`config.mk`:
```
export PLATFORM = sky130hd
export DESIGN_NAME = eff_addr_unit
export DESIGN_NICKNAME = d
export VERILOG_FILES = /design/src/rtl/ea_pkg.sv /design/src/rtl/ea_size_sel.sv /design/src/rtl/ea_legal_chk.sv /design/src/rtl/ea_sum.sv /design/src/rtl/eff_addr_unit.sv
export SDC_FILE = /design/constraint.sdc
export NUM_CORES = 1
export LEC_CHECK = 0
export BUFFER_PORTS_ARGS = -buffer_cell sky130_fd_sc_hd__buf_2
export CORE_MARGIN = 2
export CORE_UTILIZATION = 45
export CTS_BUF_LIST = sky130_fd_sc_hd__clkbuf_4 sky130_fd_sc_hd__clkbuf_8
export DETAILED_ROUTE_END_ITERATION = 7
export PLACE_DENSITY = 0.77
export SYNTH_ARGS = -nofsm -noshare
export SYNTH_HDL_FRONTEND = slang
export SYNTH_SLANG_ARGS = --single-unit
```
`constraint.sdc`:
```
create_clock -name clk -period 4.23 [get_ports clk]
set_input_delay 0 -clock clk [delete_from_list [all_inputs] [get_ports clk]]
set_output_delay 0 -clock clk [all_outputs]
set_load 0.005 [all_outputs]
```
`src/rtl/ea_pkg.sv`:
```
package ea_pkg;
   localparam int REG_ID_W = 3;

   typedef enum logic [1:0] {
      DISP_NONE = 2'd0,
      DISP_BYTE = 2'd1,
      DISP_FULL = 2'd2,
      DISP_RSVD = 2'd3
   } disp_sz_e;

   localparam logic [REG_ID_W-1:0] ID_BX = 3'd3;
   localparam logic [REG_ID_W-1:0] ID_SP = 3'd4;
   localparam logic [REG_ID_W-1:0] ID_BP = 3'd5;
   localparam logic [REG_ID_W-1:0] ID_SI = 3'd6;
   localparam logic [REG_ID_W-1:0] ID_DI = 3'd7;
endpackage

```
`src/rtl/ea_size_sel.sv`:
```
module ea_size_sel (
   input  logic real_mode,
   input  logic cs_dflt32,
   input  logic ovr,
   output logic wide
);
   logic dflt_wide;
   assign dflt_wide = real_mode ? 1'b0 : cs_dflt32;
   assign wide      = dflt_wide ^ ovr;
endmodule

```
`src/rtl/ea_legal_chk.sv`:
```
module ea_legal_chk
   import ea_pkg::*;
#(
   parameter int SCALE_W = 2
) (
   input  logic                wide,
   input  logic                base_vld,
   input  logic [REG_ID_W-1:0] base_id,
   input  logic                idx_vld,
   input  logic [REG_ID_W-1:0] idx_id,
   input  logic [SCALE_W-1:0]  scale,
   input  disp_sz_e            dsz,
   output logic                illegal
);
   logic base_ok_n, idx_ok_n, sp_idx, scale_bad, disp_bad;

   assign base_ok_n = (base_id == ID_BX) || (base_id == ID_BP);
   assign idx_ok_n  = (idx_id == ID_SI) || (idx_id == ID_DI);
   assign sp_idx    = idx_vld && (idx_id == ID_SP);
   assign scale_bad = !wide && (scale != '0);
   assign disp_bad  = (dsz == DISP_RSVD);

   always_comb begin
      illegal = sp_idx || scale_bad || disp_bad;
      if (!wide) begin
         if (base_vld && !base_ok_n) illegal = 1'b1;
         if (idx_vld && !idx_ok_n)   illegal = 1'b1;
      end
   end
endmodule

```
`src/rtl/ea_sum.sv`:
```
module ea_sum
   import ea_pkg::*;
#(
   parameter int AW      = 32,
   parameter int NW      = 16,
   parameter int SCALE_W = 2
) (
   input  logic               wide,
   input  logic               base_vld,
   input  logic [AW-1:0]      base_val,
   input  logic               idx_vld,
   input  logic [AW-1:0]      idx_val,
   input  logic [SCALE_W-1:0] scale,
   input  logic [AW-1:0]      disp,
   input  disp_sz_e           dsz,
   output logic [AW-1:0]      sum,
   output logic               over_lim
);
   localparam int NLANE = 2;

   logic [AW-1:0] lane_sum [NLANE];

   for (genvar g = 0; g < NLANE; g++) begin : g_lane
      localparam int W = (g == 0) ? NW : AW;
      logic [W-1:0] b_op, i_op, d_op, s;

      assign b_op = base_vld ? base_val[W-1:0] : '0;
      assign i_op = idx_vld ? (idx_val[W-1:0] << scale) : '0;

      always_comb begin
         case (dsz)
            DISP_BYTE: d_op = {{(W-8){disp[7]}}, disp[7:0]};
            DISP_FULL: d_op = disp[W-1:0];
            default:   d_op = '0;
         endcase
      end

      assign s           = b_op + i_op + d_op;
      assign lane_sum[g] = AW'(s);
   end

   assign sum      = wide ? lane_sum[1] : lane_sum[0];
   assign over_lim = wide && (|lane_sum[1][AW-1:NW]);
endmodule

```
`src/rtl/eff_addr_unit.sv`:
```
module eff_addr_unit
   import ea_pkg::*;
#(
   parameter int AW      = 32,
   parameter int NW      = 16,
   parameter int SCALE_W = 2
) (
   input  logic               clk,
   input  logic               rst_n,
   input  logic               req_i,
   input  logic               real_mode_i,
   input  logic               cs_dflt32_i,
   input  logic               asize_ovr_i,
   input  logic               base_vld_i,
   input  logic [2:0]         base_id_i,
   input  logic [AW-1:0]      base_val_i,
   input  logic               idx_vld_i,
   input  logic [2:0]         idx_id_i,
   input  logic [AW-1:0]      idx_val_i,
   input  logic [SCALE_W-1:0] scale_i,
   input  logic [AW-1:0]      disp_i,
   input  logic [1:0]         disp_sz_i,
   output logic [AW-1:0]      ea_o,
   output logic               asize32_o,
   output logic               addr_vld_o,
   output logic               illegal_o,
   output logic               gp_fault_o
);
   if (NW < 8 || AW <= NW) begin : g_bad_width
      $error("eff_addr_unit: need 8 <= NW < AW");
   end
   if (SCALE_W < 1 || SCALE_W > 3) begin : g_bad_scale
      $error("eff_addr_unit: SCALE_W out of range");
   end

   disp_sz_e      dsz;
   logic          wide, illegal, over_lim;
   logic [AW-1:0] sum;

   assign dsz = disp_sz_e'(disp_sz_i);

   ea_size_sel u_size (
      .real_mode (real_mode_i),
      .cs_dflt32 (cs_dflt32_i),
      .ovr       (asize_ovr_i),
      .wide      (wide)
   );

   ea_legal_chk #(.SCALE_W(SCALE_W)) u_legal (
      .wide     (wide),
      .base_vld (base_vld_i),
      .base_id  (base_id_i),
      .idx_vld  (idx_vld_i),
      .idx_id   (idx_id_i),
      .scale    (scale_i),
      .dsz      (dsz),
      .illegal  (illegal)
   );

   ea_sum #(.AW(AW), .NW(NW), .SCALE_W(SCALE_W)) u_sum (
      .wide     (wide),
      .base_vld (base_vld_i),
      .base_val (base_val_i),
      .idx_vld  (idx_vld_i),
      .idx_val  (idx_val_i),
      .scale    (scale_i),
      .disp     (disp_i),
      .dsz      (dsz),
      .sum      (sum),
      .over_lim (over_lim)
   );

   logic limit_hit;
   assign limit_hit = real_mode_i && over_lim;

   always_ff @(posedge clk) begin
      if (!rst_n) begin
         ea_o       <= '0;
         asize32_o  <= 1'b0;
         addr_vld_o <= 1'b0;
         illegal_o  <= 1'b0;
         gp_fault_o <= 1'b0;
      end else begin
         addr_vld_o <= req_i && !illegal && !limit_hit;
         illegal_o  <= req_i && illegal;
         gp_fault_o <= req_i && !illegal && limit_hit;
         if (req_i) begin
            ea_o      <= sum;
            asize32_o <= wide;
         end
      end
   end
endmodule

```
==> flow_summary.json <==
{
  "period_share": 0.9053,
  "crit_fanout": 15,
  "finalCriticalPeriod_ns": 3.830,
  "rrSetupSlack_ns": 3.49,
  "yosys_warnings": 0,
  "cts.root.buffer_cell": "clkbuf_8",
  "synth-edff-count": 0,
  "cts.repair.resized": 0,
  "cp_cell_sequence": "buf_2 -> inv_1 -> ha_1 -> nand2_1 -> a21o_1 -> fa_1 -> inv_1 -> ha_1 -> a21o_1 -> a31o_1 -> a32oi_2 -> nand2_1 -> o41ai_1 -> o211a_1 -> and3_1 -> o211ai_1 -> o21a_1",
  "antenna_found_initial": 0,
  "dp_hpwl_mm": 12.30,
  "tightest_slew_ns": 0.8184,
  "avgSynthCellArea_um2": 7.397,
  "drt-total-wl_mm": 14.53,
  "portBuffers": 149,
  "track_usage": 0.2226,
  "grt_pass1_vias": 5119,
  "dp_cells": 1010,
  "syn-cell-area_um2": 5474,
  "gr-total-overflow": 0,
  "ys_types": 71,
  "antenna_cells": 0,
  "m1WireLength_mm": 7.020,
  "wl_met3_um": 875,
  "synthCells": 740,
  "routed_via_density": 5.378,
  "vias": 5469,
  "hold_viol": 0,
  "io_pins": 150,
  "route.detailed.drc": 0,
  "initial_core_util": 0.4576,
  "cts_made_buffers": 5,
  "clock_skew_ns": 0,
  "top_layer_used": "met4",
  "drt_pre_antenna_iters": 5,
  "worst_ep_arrival_time_ns": 3.99,
  "antenna_left": 0,
  "ys_dominant_reg_cell": "dfxtp_1",
  "cts_tree": "built",
  "drv_cap": 0,
  "cts.sinks": 36,
  "area_growth_pct": 17.58,
  "grt_max_degree": 41,
  "required_ns": 4.39,
  "grt_pass1_wl_mm": 24.07,
  "drv_slew": 0,
  "gp_congestion": 0.9159,
  "synth-async-reset-ratio": 0,
  "cts-htree-levels": 2,
  "synth_fp_nets": 919,
  "max_slew_margin": 0.4544,
  "die_y_um": 114.3,
  "fmax_mhz": 261.1,
  "wl_met2_mm": 6.452,
  "hold_path_depth": 4,
  "cp_slowest_stage_delay_ns": 0.53,
  "clk_latency_ns": 0.27,
  "ff2ff_path_depth": 3,
  "fillCellCount": 1143,
  "setup_viol": 0,
  "finish.net_count": 1049,
  "placementRows": 40,
  "die-area_um2": 13060,
  "wl_per_cell_um": 14.29,
  "p_per_area_nw_per_um2": 247.7,
  "hold_class": "primary input to flip-flop",
  "postCtsHoldBufs": 0,
  "hold_slack_ns": 0.02779,
  "rsz0062_at_grt": "no",
  "drt_iter0_drc": 408,
  "status": "finished, final reports clean",
  "drive_above_1_share": 0.2276,
  "crit_type": "primary input to flip-flop",
  "setup_tns_ns": 0,
  "die_w_um": 114.3,
  "clk_pin_slew_ns": 0.07,
  "p_leak_nw": 3.435,
  "critical_path.startpoint_type": "primary input",
  "ys_ff_latch": 36,
  "cts.path.max_buffers": 2,
  "post_cts_buffers": 0,
  "peakVddDrop_mv": 0.1312,
  "stdcell_count": 1017,
  "yosysSeqAreaShare": 0.1317,
  "crit_path_end_kind": "flip-flop",
  "core_um2": 11960,
  "cp_slowest_cell": "fa_1"
}
[registers in the layout (all words and copies together) (netlist names)]
signal / cells
illegal_o: 1
asize32_o: 1
ea_o: 32
addr_vld_o: 1
gp_fault_o: 1
[layout make-up]
type                            instances  area (um^2)  area share
Inverter                               80        301.5     0.04685
Clock inverter                          1        5.005   0.0007776
Timing Repair Buffer                  168        900.9      0.1400
Clock buffer                            6        76.32     0.01186
Multi-Input combinational cell        579         4248      0.6600
Sequential cell                        36        720.7      0.1120
Tap cell                              147        183.9     0.02858
[cells in the mapped netlist, types with 13 or more instances]
library cell	n	area share
dfxtp_1	36	0.13
clkbuf_1	33	0.023
nand3_1	37	0.034
nand2_1	149	0.10
fa_1	32	0.12
xnor2_1	19	0.030
a21oi_1	32	0.029
o22ai_1	13	0.015
a21o_1	32	0.044
ha_1	33	0.075
and2_1	16	0.018
inv_1	79	0.054
nor2b_1	21	0.024
mux2i_1	44	0.080
[placed cells by master (no fill, tap or decap), drive strengths merged, types with 19 or more instances in the layout]
cell     n
ha      33
a21oi   32
nor2b   21
xnor2   19
nand3   37
dfxtp   36
inv     79
nand2  149
a21o    35
fa      32
buf    168
mux2i   44
[worst max-delay path: cells and delay by family]
family          cells  cell delay [ns]
compound gates      8             2.10
fa+ha+maj           3             1.07
simple gates        3             0.61
buf+inv             3             0.20
[stage by stage]
stage / instance area [um^2] / worst slack, ns / total power [W] / utilization
final: 6436 / 0.4004 / 0.001594 / 0.5381
after global routing: 6436 / 0.1345 / 0.001735 / 0.5381
after CTS: 6436 / 0.4760 / 0.001596 / 0.5381
after detailed placement: 6355 / 0.1979 / 0.001366 / 0.5313
after global placement: 6355 / 0.2333 / 0.001356 / 0.5313
after floorplan: 5474 / 0.2167 / 0.001094 / -
[path summary, 6_finish.rpt]
kind | startpoint | endpoint
worst max-delay path | disp_sz_i[1] | gp_fault_o
worst min-delay path | real_mode_i | addr_vld_o
worst max register to register | ea_o[18] | ea_o[18]
worst min register to register | ea_o[31] | ea_o[31]
[cell families after synthesis]
group	after synthesis	synth area share
and+or+nand+nor	282	0.2443
AOI/OAI and AO/OA	155	0.2050
buffers and inverters	125	0.09234
adders and majority gates	65	0.1925
muxes	46	0.08457
DFF	36	0.1317
xor gates and xnor gates	31	0.04960
[where the power goes]
group | leakage [nW] | total [W] | switching (W) | internal [W]
clock network | 0.0445 | 0.000227 | 0.000108 | 0.000118
registers | 0.295 | 0.000396 | 0.0000191 | 0.000377
logic | 3.10 | 0.000972 | 0.000553 | 0.000419
total | 3.44 | 0.00159 | 0.000681 | 0.000914
[per-layer routing]
layer | GRT usage | up-vias
met5 | 0 | -
met4 | 0.04065 | 0
met3 | 0.02382 | 16
met2 | 0.3599 | 198
met1 | 0.3246 | 2485
li1 | - | 2770
Power figures use the tool's default switching activity.
